$ cat src/rtl/spibd_pkg.sv
`timescale 1ns/1ps
package spibd_pkg;
  localparam int unsigned BYTE_W = 8;
  localparam int unsigned REG_AW = 6;
  localparam int unsigned EV_W   = 3;
  typedef logic [BYTE_W-1:0] byte_t;

  localparam logic [REG_AW-1:0] A_CTRL  = 6'h00;
  localparam logic [REG_AW-1:0] A_EVENT = 6'h01;
  localparam logic [REG_AW-1:0] A_MASK  = 6'h02;
  localparam logic [REG_AW-1:0] A_RXCNT = 6'h03;
  localparam logic [REG_AW-1:0] A_RXLEN = 6'h04;
  localparam logic [REG_AW-1:0] A_TXLEN = 6'h05;
  localparam logic [1:0] RGN_TXBUF = 2'b01;
  localparam logic [1:0] RGN_RXBUF = 2'b10;

  localparam int unsigned EV_RX  = 0;
  localparam int unsigned EV_TX  = 1;
  localparam int unsigned EV_OOB = 2;
endpackage

$ cat src/rtl/spibd_sync.sv
`timescale 1ns/1ps
module spibd_sync #(
  parameter int unsigned STAGES = 2
) (
  input  logic clk,
  input  logic rst_n,
  input  logic sck_i,
  input  logic ssel_n_i,
  input  logic mosi_i,
  output logic sck_rise,
  output logic sck_fall,
  output logic sel_start,
  output logic sel_end,
  output logic sel_on,
  output logic mosi_o
);
  localparam int unsigned W = 3;
  localparam logic [W-1:0] IDLE = 3'b010;

  logic [W-1:0] chain_q [STAGES];
  logic [1:0]   hist_q;
  logic [W-1:0] cur;

  always_ff @(posedge clk or negedge rst_n) begin
    if (!rst_n) begin
      for (int i = 0; i < STAGES; i++) chain_q[i] <= IDLE;
      hist_q <= IDLE[1:0];
    end else begin
      chain_q[0] <= {mosi_i, ssel_n_i, sck_i};
      for (int i = 1; i < STAGES; i++) chain_q[i] <= chain_q[i-1];
      hist_q <= chain_q[STAGES-1][1:0];
    end
  end

  always_comb begin
    cur       = chain_q[STAGES-1];
    sck_rise  =  cur[0] & ~hist_q[0];
    sck_fall  = ~cur[0] &  hist_q[0];
    sel_start = ~cur[1] &  hist_q[1];
    sel_end   =  cur[1] & ~hist_q[1];
    sel_on    = ~cur[1];
    mosi_o    =  cur[2];
  end
endmodule

$ cat src/rtl/spibd_shifter.sv
`timescale 1ns/1ps
module spibd_shifter
  import spibd_pkg::*;
(
  input  logic  clk,
  input  logic  rst_n,
  input  logic  sck_rise,
  input  logic  sck_fall,
  input  logic  sel_start,
  input  logic  sel_on,
  input  logic  mosi,
  input  byte_t load_byte,
  output logic  miso,
  output byte_t rx_byte,
  output logic  byte_done
);
  localparam int unsigned CW = $clog2(BYTE_W);

  logic [CW-1:0] bit_q, bit_d;
  byte_t rxs_q, rxs_d, txs_q, txs_d, rxb_q, rxb_d;
  logic  done_q, done_d;

  always_comb begin
    bit_d  = bit_q;
    rxs_d  = rxs_q;
    txs_d  = txs_q;
    rxb_d  = rxb_q;
    done_d = 1'b0;
    if (!sel_on) begin
      bit_d = '0;
    end else if (sck_rise) begin
      rxs_d = {rxs_q[BYTE_W-2:0], mosi};
      bit_d = bit_q + 1'b1;
      if (bit_q == CW'(BYTE_W-1)) begin
        rxb_d  = rxs_d;
        done_d = 1'b1;
      end
    end
    if (sel_start) begin
      txs_d = load_byte;
    end else if (sel_on && sck_fall) begin
      if (bit_q == '0) txs_d = load_byte;
      else             txs_d = {txs_q[BYTE_W-2:0], 1'b1};
    end
  end

  always_ff @(posedge clk or negedge rst_n) begin
    if (!rst_n) begin
      bit_q  <= '0;
      rxs_q  <= '0;
      txs_q  <= '1;
      rxb_q  <= '0;
      done_q <= 1'b0;
    end else begin
      bit_q  <= bit_d;
      rxs_q  <= rxs_d;
      txs_q  <= txs_d;
      rxb_q  <= rxb_d;
      done_q <= done_d;
    end
  end

  assign miso      = txs_q[BYTE_W-1];
  assign rx_byte   = rxb_q;
  assign byte_done = done_q;

  // a completed byte always follows a sampled rising clock edge
  a_r2_done_after_rise: assert property (@(posedge clk) disable iff (!rst_n)
    byte_done |-> $past(sck_rise));
  // inside a byte each falling edge moves the next lower bit onto the line
  a_r5_msb_first: assert property (@(posedge clk) disable iff (!rst_n)
    (sel_on && sck_fall && !sel_start && bit_q != '0) |=> (miso == $past(txs_q[BYTE_W-2])));
endmodule

$ cat src/rtl/spibd_desc.sv
`timescale 1ns/1ps
module spibd_desc
  import spibd_pkg::*;
#(
  parameter int unsigned DEPTH = 16,
  localparam int unsigned IW = $clog2(DEPTH)
) (
  input  logic          clk,
  input  logic          rst_n,
  input  logic          byte_done,
  input  byte_t         rx_byte,
  input  logic          sel_end,
  input  logic          sw_rx_empty,
  input  logic          sw_tx_ready,
  input  logic          sw_start,
  input  byte_t         rx_len,
  input  byte_t         tx_len,
  input  logic          tx_we,
  input  logic [IW-1:0] tx_widx,
  input  byte_t         tx_wdata,
  input  logic [IW-1:0] rd_idx,
  output byte_t         rd_data,
  output byte_t         tx_next,
  output logic          rx_empty,
  output logic          tx_ready,
  output logic          armed,
  output byte_t         rx_count,
  output logic          ev_rx,
  output logic          ev_tx,
  output logic          ev_oob
);
  byte_t rxm [DEPTH];
  byte_t txm [DEPTH];

  byte_t rx_lim, tx_lim;
  byte_t rx_cnt_q, rx_cnt_d, tx_pos_q, tx_pos_d;
  logic  rx_empty_q, rx_empty_d, tx_ready_q, tx_ready_d, armed_q, armed_d;
  logic  rx_open, tx_open, rx_wr, rx_close, tx_close, oob;

  always_comb begin
    rx_lim = (rx_len > byte_t'(DEPTH)) ? byte_t'(DEPTH) : rx_len;
    tx_lim = (tx_len > byte_t'(DEPTH)) ? byte_t'(DEPTH) : tx_len;
  end

  always_comb begin
    rx_open    = armed_q & rx_empty_q;
    tx_open    = armed_q & tx_ready_q;
    rx_cnt_d   = rx_cnt_q;
    tx_pos_d   = tx_pos_q;
    rx_empty_d = rx_empty_q;
    tx_ready_d = tx_ready_q;
    armed_d    = armed_q;
    rx_wr      = 1'b0;
    rx_close   = 1'b0;
    tx_close   = 1'b0;
    oob        = 1'b0;
    // receive side
    if (byte_done && rx_open) begin
      if (rx_cnt_q < rx_lim) begin
        rx_wr    = 1'b1;
        rx_cnt_d = rx_cnt_q + 1'b1;
      end else begin
        oob      = 1'b1;
        rx_close = 1'b1;
      end
    end
    if (sel_end && rx_open) rx_close = 1'b1;
    if (rx_close) rx_empty_d = 1'b0;
    // transmit side
    if (byte_done && tx_open) begin
      tx_pos_d = tx_pos_q + 1'b1;
      if (tx_pos_d >= tx_lim) begin
        tx_ready_d = 1'b0;
        tx_close   = 1'b1;
      end
    end
    // software reuse
    if (sw_rx_empty) begin
      rx_empty_d = 1'b1;
      rx_cnt_d   = '0;
    end
    if (sw_tx_ready) begin
      tx_ready_d = 1'b1;
      tx_pos_d   = '0;
    end
    if (sw_start && rx_empty_d && tx_ready_d) armed_d = 1'b1;
    else if (!rx_empty_d && !tx_ready_d)      armed_d = 1'b0;
  end

  always_ff @(posedge clk or negedge rst_n) begin
    if (!rst_n) begin
      rx_cnt_q   <= '0;
      tx_pos_q   <= '0;
      rx_empty_q <= 1'b0;
      tx_ready_q <= 1'b0;
      armed_q    <= 1'b0;
    end else begin
      rx_cnt_q   <= rx_cnt_d;
      tx_pos_q   <= tx_pos_d;
      rx_empty_q <= rx_empty_d;
      tx_ready_q <= tx_ready_d;
      armed_q    <= armed_d;
    end
  end

  always_ff @(posedge clk) begin
    if (rx_wr) rxm[rx_cnt_q[IW-1:0]] <= rx_byte;
    if (tx_we) txm[tx_widx] <= tx_wdata;
  end

  always_comb begin
    rd_data = rxm[rd_idx];
    tx_next = (tx_open && tx_pos_q < tx_lim) ? txm[tx_pos_q[IW-1:0]] : '1;
  end

  assign rx_empty = rx_empty_q;
  assign tx_ready = tx_ready_q;
  assign armed    = armed_q;
  assign rx_count = rx_cnt_q;
  assign ev_rx    = rx_close;
  assign ev_tx    = tx_close;
  assign ev_oob   = oob;

  // bytes arriving while disarmed leave the receive count untouched
  a_r3_idle_no_store: assert property (@(posedge clk) disable iff (!rst_n)
    (byte_done && !armed_q && !sw_rx_empty) |=> $stable(rx_cnt_q));
  // deselect alone never closes the transmit descriptor
  a_r4_tx_holds: assert property (@(posedge clk) disable iff (!rst_n)
    (sel_end && !byte_done && tx_ready_q) |=> tx_ready_q);
  // a transmit close takes effect in the next cycle
  a_r5_tx_close: assert property (@(posedge clk) disable iff (!rst_n)
    (ev_tx && !sw_tx_ready) |=> !tx_ready_q);
  // the excess byte closes receive and leaves the count as it was
  a_r6_no_overflow: assert property (@(posedge clk) disable iff (!rst_n)
    (ev_oob && !sw_rx_empty) |=> (!rx_empty_q && $stable(rx_cnt_q)));
  // with no ready transmit descriptor only ones are offered
  a_r7_idle_ones: assert property (@(posedge clk) disable iff (!rst_n)
    !tx_ready_q |-> (tx_next == '1));
endmodule

$ cat src/rtl/spi_bd_slave.sv
`timescale 1ns/1ps
module spi_bd_slave
  import spibd_pkg::*;
#(
  parameter int unsigned BUF_DEPTH   = 16,
  parameter int unsigned SYNC_STAGES = 2
) (
  input  logic              clk,
  input  logic              rst_n,
  input  logic              reg_we,
  input  logic [REG_AW-1:0] reg_addr,
  input  logic [BYTE_W-1:0] reg_wdata,
  output logic [BYTE_W-1:0] reg_rdata,
  input  logic              spi_sck,
  input  logic              spi_ssel_n,
  input  logic              spi_mosi,
  output logic              spi_miso,
  output logic              irq
);
  localparam int unsigned IW = $clog2(BUF_DEPTH);

  logic sck_rise, sck_fall, sel_start, sel_end, sel_on, mosi_s;
  logic byte_done, rx_empty, tx_ready, armed, ev_rx, ev_tx, ev_oob;
  byte_t rx_byte, tx_next, rd_data, rx_count;
  byte_t rx_len_q, rx_len_d, tx_len_q, tx_len_d, mask_q, mask_d;
  logic [EV_W-1:0] ev_q, ev_d, ev_set, ev_clr;
  logic wr_ctrl, tx_we;
  logic [1:0] region;

  spibd_sync #(.STAGES(SYNC_STAGES)) u_sync (
    .clk(clk), .rst_n(rst_n), .sck_i(spi_sck), .ssel_n_i(spi_ssel_n), .mosi_i(spi_mosi),
    .sck_rise(sck_rise), .sck_fall(sck_fall), .sel_start(sel_start), .sel_end(sel_end),
    .sel_on(sel_on), .mosi_o(mosi_s));

  spibd_shifter u_shift (
    .clk(clk), .rst_n(rst_n), .sck_rise(sck_rise), .sck_fall(sck_fall),
    .sel_start(sel_start), .sel_on(sel_on), .mosi(mosi_s), .load_byte(tx_next),
    .miso(spi_miso), .rx_byte(rx_byte), .byte_done(byte_done));

  always_comb begin
    region  = reg_addr[REG_AW-1 -: 2];
    wr_ctrl = reg_we && (reg_addr == A_CTRL);
    tx_we   = reg_we && (region == RGN_TXBUF);
  end

  spibd_desc #(.DEPTH(BUF_DEPTH)) u_desc (
    .clk(clk), .rst_n(rst_n), .byte_done(byte_done), .rx_byte(rx_byte), .sel_end(sel_end),
    .sw_rx_empty(wr_ctrl & reg_wdata[0]), .sw_tx_ready(wr_ctrl & reg_wdata[1]),
    .sw_start(wr_ctrl & reg_wdata[2]), .rx_len(rx_len_q), .tx_len(tx_len_q),
    .tx_we(tx_we), .tx_widx(reg_addr[IW-1:0]), .tx_wdata(reg_wdata),
    .rd_idx(reg_addr[IW-1:0]), .rd_data(rd_data), .tx_next(tx_next),
    .rx_empty(rx_empty), .tx_ready(tx_ready), .armed(armed), .rx_count(rx_count),
    .ev_rx(ev_rx), .ev_tx(ev_tx), .ev_oob(ev_oob));

  // configuration registers
  always_comb begin
    rx_len_d = rx_len_q;
    tx_len_d = tx_len_q;
    mask_d   = mask_q;
    if (reg_we) begin
      if (reg_addr == A_RXLEN) rx_len_d = reg_wdata;
      if (reg_addr == A_TXLEN) tx_len_d = reg_wdata;
      if (reg_addr == A_MASK)  mask_d   = reg_wdata;
    end
  end

  // event register: hardware set wins over a same-cycle clear
  always_comb begin
    ev_set            = '0;
    ev_set[EV_RX]     = ev_rx;
    ev_set[EV_TX]     = ev_tx;
    ev_set[EV_OOB]    = ev_oob;
    ev_clr            = (reg_we && reg_addr == A_EVENT) ? reg_wdata[EV_W-1:0] : '0;
    ev_d              = (ev_q & ~ev_clr) | ev_set;
  end

  always_ff @(posedge clk or negedge rst_n) begin
    if (!rst_n) begin
      rx_len_q <= byte_t'(BUF_DEPTH);
      tx_len_q <= byte_t'(BUF_DEPTH);
      mask_q   <= '0;
      ev_q     <= '0;
    end else begin
      rx_len_q <= rx_len_d;
      tx_len_q <= tx_len_d;
      mask_q   <= mask_d;
      ev_q     <= ev_d;
    end
  end

  assign irq = |(ev_q & mask_q[EV_W-1:0]);

  always_comb begin
    reg_rdata = '0;
    if (region == RGN_RXBUF) begin
      reg_rdata = rd_data;
    end else begin
      case (reg_addr)
        A_CTRL:  reg_rdata = {{(BYTE_W-3){1'b0}}, armed, tx_ready, rx_empty};
        A_EVENT: reg_rdata = {{(BYTE_W-EV_W){1'b0}}, ev_q};
        A_MASK:  reg_rdata = mask_q;
        A_RXCNT: reg_rdata = rx_count;
        A_RXLEN: reg_rdata = rx_len_q;
        A_TXLEN: reg_rdata = tx_len_q;
        default: reg_rdata = '0;
      endcase
    end
  end

  // every raised event is visible in the following cycle
  a_r8_set_wins: assert property (@(posedge clk) disable iff (!rst_n)
    (|ev_set) |=> ((ev_q & $past(ev_set)) == $past(ev_set)));
  // an interrupt always has a cause that is still held
  a_r9_irq_cause: assert property (@(posedge clk) disable iff (!rst_n)
    irq |-> (ev_q != '0));
endmodule

$ cat config.mk
export PLATFORM = sky130hd
export DESIGN_NAME = spi_bd_slave
export DESIGN_NICKNAME = d
export VERILOG_FILES = /design/src/rtl/spibd_pkg.sv /design/src/rtl/spibd_sync.sv /design/src/rtl/spibd_shifter.sv /design/src/rtl/spibd_desc.sv /design/src/rtl/spi_bd_slave.sv
export SDC_FILE = /design/constraint.sdc
export NUM_CORES = 1
export LEC_CHECK = 0
export CAP_MARGIN = 5
export CORE_MARGIN = 5
export CORE_UTILIZATION = 45
export CTS_CLUSTER_DIAMETER = 100
export CTS_CLUSTER_SIZE = 30
export DETAILED_ROUTE_END_ITERATION = 7
export HOLD_SLACK_MARGIN = 0.02
export RECOVER_POWER = 25
export REMOVE_ABC_BUFFERS = 1
export SYNTH_ARGS = -nofsm -noshare
export SYNTH_HDL_FRONTEND = slang
export SYNTH_SLANG_ARGS = --single-unit
$ cat constraint.sdc
create_clock -name clk -period 5.9 [get_ports clk]
set_input_delay 0.59 -clock clk [delete_from_list [all_inputs] [get_ports clk]]
set_output_delay 0.59 -clock clk [all_outputs]
set_load 0.1 [all_outputs]
# Word-level counts from Yosys, hierarchy flattened
# Memory sizes are Yosys's and may differ from the RTL's.
# Index checks and enable logic that the tools add are counted.
[word_totals]
romBits = 0
input_bits = 20
ramBits = 256
register_bits = 81
n_memories = 2
out_inout_bits = 10
latchBits = 0
[memory_table]
columns = ["name", "depth", "word_bits", "rd", "rd_clocked_by_memory_dff", "write_ports", "line", "source"]
rows = [
  ["u_desc.rxm", 16, 8, 1, 0, 1, "spibd_desc.sv:32", "byte_t rxm [DEPTH];"],
  ["u_desc.txm", 16, 8, 1, 0, 1, "spibd_desc.sv:33", "byte_t txm [DEPTH];"],
]
[classes]
shifts = 0
bitwise = 17
n_mul = 0
eq_ne = 8
addsub = 3
mux = 37
n_lt_le_gt_ge = 5
reduce_logical = 28
div_mod_pow = 0
[op_table]
columns = ["operator", "n"]
rows = [
  ["8-bit two-way mux", 12],
  ["8-bit one-hot mux with 6 select lines", 1],
  ["1-bit two-way mux", 21],
  ["8-bit by 1-bit adder with 8-bit output (second input constant)", 2],
  ["8-bit by 5-bit > comparator with 1-bit output (second input constant)", 2],
  ["8-bit < comparator", 2],
  ["6-bit by 2-bit == test with 1-bit output (second input constant)", 2],
  ["6-bit by 3-bit == test with 1-bit output (second input constant)", 2],
  ["2-bit nonzero test", 6],
  ["1-bit logical AND", 11],
  ["2-bit AND reduction", 5],
  ["1-bit bitwise AND", 9],
  ["3-bit two-way mux", 3],
  ["8-bit greater-or-equal comparator", 1],
  ["3-bit bitwise AND", 2],
  ["6-bit by 1-bit == test with 1-bit output (second input constant)", 1],
  ["6-bit zero test", 1],
  ["1-bit inverter", 4],
  ["3-bit by 1-bit adder with 3-bit output (second input constant)", 1],
  ["3-bit == test (second input constant)", 1],
  ["3-bit zero test", 1],
  ["3-bit inverter", 1],
  ["3-bit bitwise OR", 1],
  ["3-bit AND reduction", 1],
  ["4 further kinds", 5],
]

# Longest topological paths before layout
[logic_depth]
depth_word = 12
mapped_depth = 13

# Modules after synthesis
# From an unflattened synthesis, not the netlist that was laid out.
[hier_totals]
cells_unflattened = 834
hier_area_um2 = 14472.6
[by_module_without_submodules]
columns = ["module", "instances", "area_each_um2", "seq_area_each_um2", "cells_per_inst"]
rows = [
  ["spibd_desc", 1, 11536.1, 8162.8, 602],
  ["spi_bd_slave", 1, 1501.4, 678.2, 127],
  ["spibd_shifter", 1, 1197.4, 685.7, 92],
  ["spibd_sync", 1, 237.7, 203.9, 13],
]

# Least setup slack after synthesis
# OpenSTA, ideal clock, no wires.
[synth_timing]
path_kind = "input to output"
from = "input port reg_addr[1]"
to = "output port reg_rdata[0]"
cell_stages = 6
path_buffers = 2
arrival_time_ns = 3.146
slack_ns = 2.164
t_required_ns = 5.310
cell_sequence = "clkbuf_1 clkbuf_1 mux4_2 mux4_2 inv_1 o221ai_1"
[synth_between]
elab_chain_len = 3
word_cells_on_any_way = 9
cone_classes = "eq/ne (5); mux (2); reduce/logical (1); memory (1)"
[synth_lines]
columns = ["item", "line", "source"]
rows = [
  ["from (decl)", "spi_bd_slave.sv:11", "input logic [REG_AW-1:0] reg_addr,"],
  ["6-bit by 3-bit == test with 1-bit output (tied with other cells)", "spi_bd_slave.sv:98", "case (reg_addr)"],
  ["8-bit one-hot mux with 6 select lines", "spi_bd_slave.sv:98", ""],
  ["8-bit two-way mux *", "spi_bd_slave.sv:95", "if (region == RGN_RXBUF) begin"],
  ["to (decl)", "spi_bd_slave.sv:13", "output logic [BYTE_W-1:0] reg_rdata,"],
]
# Mark *: on every way between the ends. The rest lies on a longest branch, timed or not.

# Worst setup path after layout
[layout_timing]
from = "input port reg_addr[2]"
to = "output port reg_rdata[0]"
# The elaborated chain is that of the path after synthesis.

==> summary.txt <==
Critical path
  • R2r setup slk: about 2.3 ns
  • Max incr delay on CP: approximately 1.2 ns
  • Max FO, Critical Path: 10
  • Setup crit start kind: input port
  • Crit path to: reg_rdata[0]
  • Critical path class: input port to output pin
  • Arrival @ worst endpoint: roughly 3.7 ns
  • Critical path's most frequent cell: clkdlybuf4s50_1
  • R2R depth: 9
  • Top delay family on crit path: buffers and inverters
  • Worst Path Required: 5.31 ns
  • R2R Path End: u_desc.rxm[3][4]
  • Crit path from: reg_addr[2]
  • Critical Path Sink Type: output pin
  • Levels on crit path: 5
  • CP cell instances: clkdlybuf4s50_1 -> nand2b_4 -> or4_1 -> o221ai_1 -> clkdlybuf4s50_1
  • Worst path slowest cell: clkdlybuf4s50_1
  • R2R Path Start: rx_len_q[6]
  • WP buf/inv: 2

Timing
  • Actual slew at the worst max-slew pin: 1.24 ns
  • Final period utilization: 72.1%
  • Final Worst Setup Slack: approximately 1.6 ns
  • Setup violations, final: 0
  • RSZ-0062 raised after global routing: false
  • Final hold vios: 0
  • Tmin final: about 4.3 ns
  • Peak Freq: around 0.23 GHz
  • Final slew viol count: 0
  • Worst slew margin: roughly 18%
  • Skew final: between 0.03 and 0.04 ns
  • Fin Setup TNS: 0 ns

Floorplanning
  • Die ar.: 35,400 um^2
  • Die Height: 188 um
  • CORE AREA: approximately 31,000 um^2
  • Initial Util: approximately 45%
  • Row count: 65
  • I/O pin cnt: 30
  • Die width: 188 um

Flow run
  • Max Cap Viol: 0

Clock network
  • PostCTS Resize Cnt: 0
  • Clock tree buffer depth: 3
  • Postcts setup bufs: 0
  • Worst skew pair latency: ~0.52 ns
  • Clock buffer count from CTS: 15
  • Clk pin slew, worst setup/hold paths: 0.11 ns
  • Clock Sinks: roughly 340
  • CTS Hold Buffers Added: 1
  • H-tree levels: 1
  • Clk root buf: clkbuf_16
  • CTS tree: done

Synthesis
  • Async S/R FF share, synth: between 20% and 30%
  • Seq cells post-synth: 337
  • Post-Synthesis Cell Area: 14,300 um^2
  • Post-synth EDFFs: about 260
  • Yosys Warn Count: 0
  • Ys flop type: edfxtp_1
  • Synth Area per Inst: between 15 and 20 um^2
  • Register area share after synthesis: 68.1%
  • Post-Synthesis Cells: roughly 800
  • Yosys cell types: 58

Routing
  • Final wirelength: 30.3 mm
  • First-pass DRT Iterations: 5
  • WL per Instance: 24.5 um
  • Initial DRC count: between 600 and 700
  • Drt via density: ~5.8
  • DR vias: between 7,000 and 8,000
  • Antenna Nets Post-Route: 0
  • Post-route DRC violation count: 0

Placement
  • HPWL after DPL: approximately 20 mm
  • GP Congestion: approximately 0.9
  • Cells after DPL: 1,208
  • Post-DP Area: 15,000 um^2
  • Placement Setup Slack: roughly 1.7 ns
  • IO Port Bufs: 29

Hold path
  • Hold Path Class: register to register

Final layout
  • Multi-input gate area: about 4300 um^2
  • Final Cell Area: approximately 15,000 um^2
  • Area Overhead vs Synth: 7.94%
  • Layout cells sized above 1: a little over a fifth
  • Antenna Cells: 0
  • FF+latch area: roughly 9700 um^2
  • Nets: about 900
  • Commonest non-fill, non-tap cells in the layout: edfxtp_1, mux4_2, dfrtp_1, nor2_1
  • Fin cells: approximately 1,200
  • Leading cell type in the layout, fill and taps excluded: edfxtp_1
  • FILL cells: approximately 2,600

Global route
  • Remaining global-route overflow: 0
  • Total global-route track usage: around 17%
  • Met2 usage: 29.0%
  • Initial antenna violation count: 1
  • Global-route wire length before repair: ~47 mm
  • Number of global-route vias before repair: approximately 7,400
  • Global route hottest layer: met2
  • Met3 Track Usage GR: under 10%
  • Maximum number of pins on one net before global-route repair: 73
  • Met1 Use GR: 24.4%

Power and ir drop
  • Power density cells: roughly 280 nW/um^2
  • Peak VDD IR: about 230 uV
  • Static leakage: 0.00553 uW
  • Power Total: around 4400 uW

Outcome
  • Outcome: complete, no violations
[worst reg2reg max path: cells and delay by family (launching register included)]
kind	cells	cell delay, ns
fa+ha+maj	1	0.33
simple gates	6	2.15
flops	1	0.45
compound gates	2	0.30
[report_power, final]
| part | switching (uW) | total [uW] | leakage, uW | internal, uW |
|---|---|---|---|---|
| clock | 724 | 1230 | 0.000217 | 502 |
| sequential | 76.9 | 2680 | 0.00352 | 2600 |
| combinational | 232 | 447 | 0.00180 | 215 |
| total | 1030 | 4350 | 0.00553 | 3320 |
[state kept, by name (all words and copies together), names as in the netlist]
name / cells
u_desc.txm: 128
u_sync.hist_q: 2
u_shift.txs_q: 8
u_shift.byte_done: 1
rx_len_q: 8
u_shift.rx_byte: 8
u_desc.rxm: 128
u_shift.rxs_q: 7
mask_q: 8
u_desc.armed: 1
u_desc.tx_pos_q: 8
u_shift.bit_q: 3
u_desc.tx_ready: 1
ev_q: 3
u_desc.rx_empty: 1
u_sync.chain_q: 3
u_desc.rx_count: 8
tx_len_q: 8
u_sync.cur: 3
[how the worst min path moves through the flow]
stage	from	endpoint	slack [ns]	cells past startpoint
finish	u_sync.chain_q[3]	u_sync.cur[0]	0.36	0
global route	u_sync.chain_q[3]	u_sync.cur[0]	0.37	0
CTS	u_sync.chain_q[3]	u_sync.cur[0]	0.36	0
detailed placement	u_sync.chain_q[3]	u_sync.cur[0]	0.34	0
global placement	u_sync.chain_q[3]	u_sync.cur[0]	0.33	0
floorplan	rst_n	ev_q[0]	0.29	0
[stage by stage]
stage	util, %	hold WS (ns)
final	49.0	0.360
after global routing	49.0	0.374
after CTS	49.0	0.362
after detailed placement	47.6	0.336
after global placement	47.6	0.333
after floorplan	-	0.294
[Yosys cell counts (all sizes together) (2+ instances only)]
library cell  count  area share [%]
o221a             7            0.55
nor4              4            0.32
a21oi            11            0.39
or4               2            0.13
a21o              3            0.16
xor2              9            0.55
edfxtp          256              54
xnor2            12            0.74
nand3            12            0.49
nor3             11            0.46
nand4            12            0.53
ha               31             2.7
nand2b            5            0.27
o22ai             5            0.22
nand2            41             1.1
o21ai             5            0.18
inv              21            0.55
a221oi            8            0.49
and3              8            0.35
nor2b             6            0.26
nor2             55             1.5
mux4             83              13
clkbuf           13            0.34
dfrtp            68              12
o221ai            4            0.25
o21a              2            0.11
dfstp            13             2.4
buf              21             1.2
and2              7            0.31
mux2i             5            0.35
mux2             40             3.2
[final cells by class]
cell class	instances	area share (%)
clock buffer	23	2.64
clock inverter	3	0.219
inverter	21	0.511
multi-input combinational	410	28.1
sequential	337	63.1
tap	402	3.26
timing repair buffer	40	2.18
[kinds of logic after synthesis]
group                    synth area share [%]
AO/OA/AOI/OAI                            2.80
XOR/XNOR                                 1.29
adder cells (fa/ha/maj)                  2.71
buffers and inverters                    2.05
flip-flops                               68.1
multiplexers                             16.9
other                                  0.0262
AND/OR/NAND/NOR                          6.10
[metal layers]
metal  vias to the layer above  share of wire, %  wire, um
met5                         -             0.040        12
met4                         2               2.3       688
met3                        36               4.0      1220
met2                       165                50     15200
met1                      3807                43     13200
li1                       3178                 -         -
Note: power is estimated with default switching activity, not from simulation.
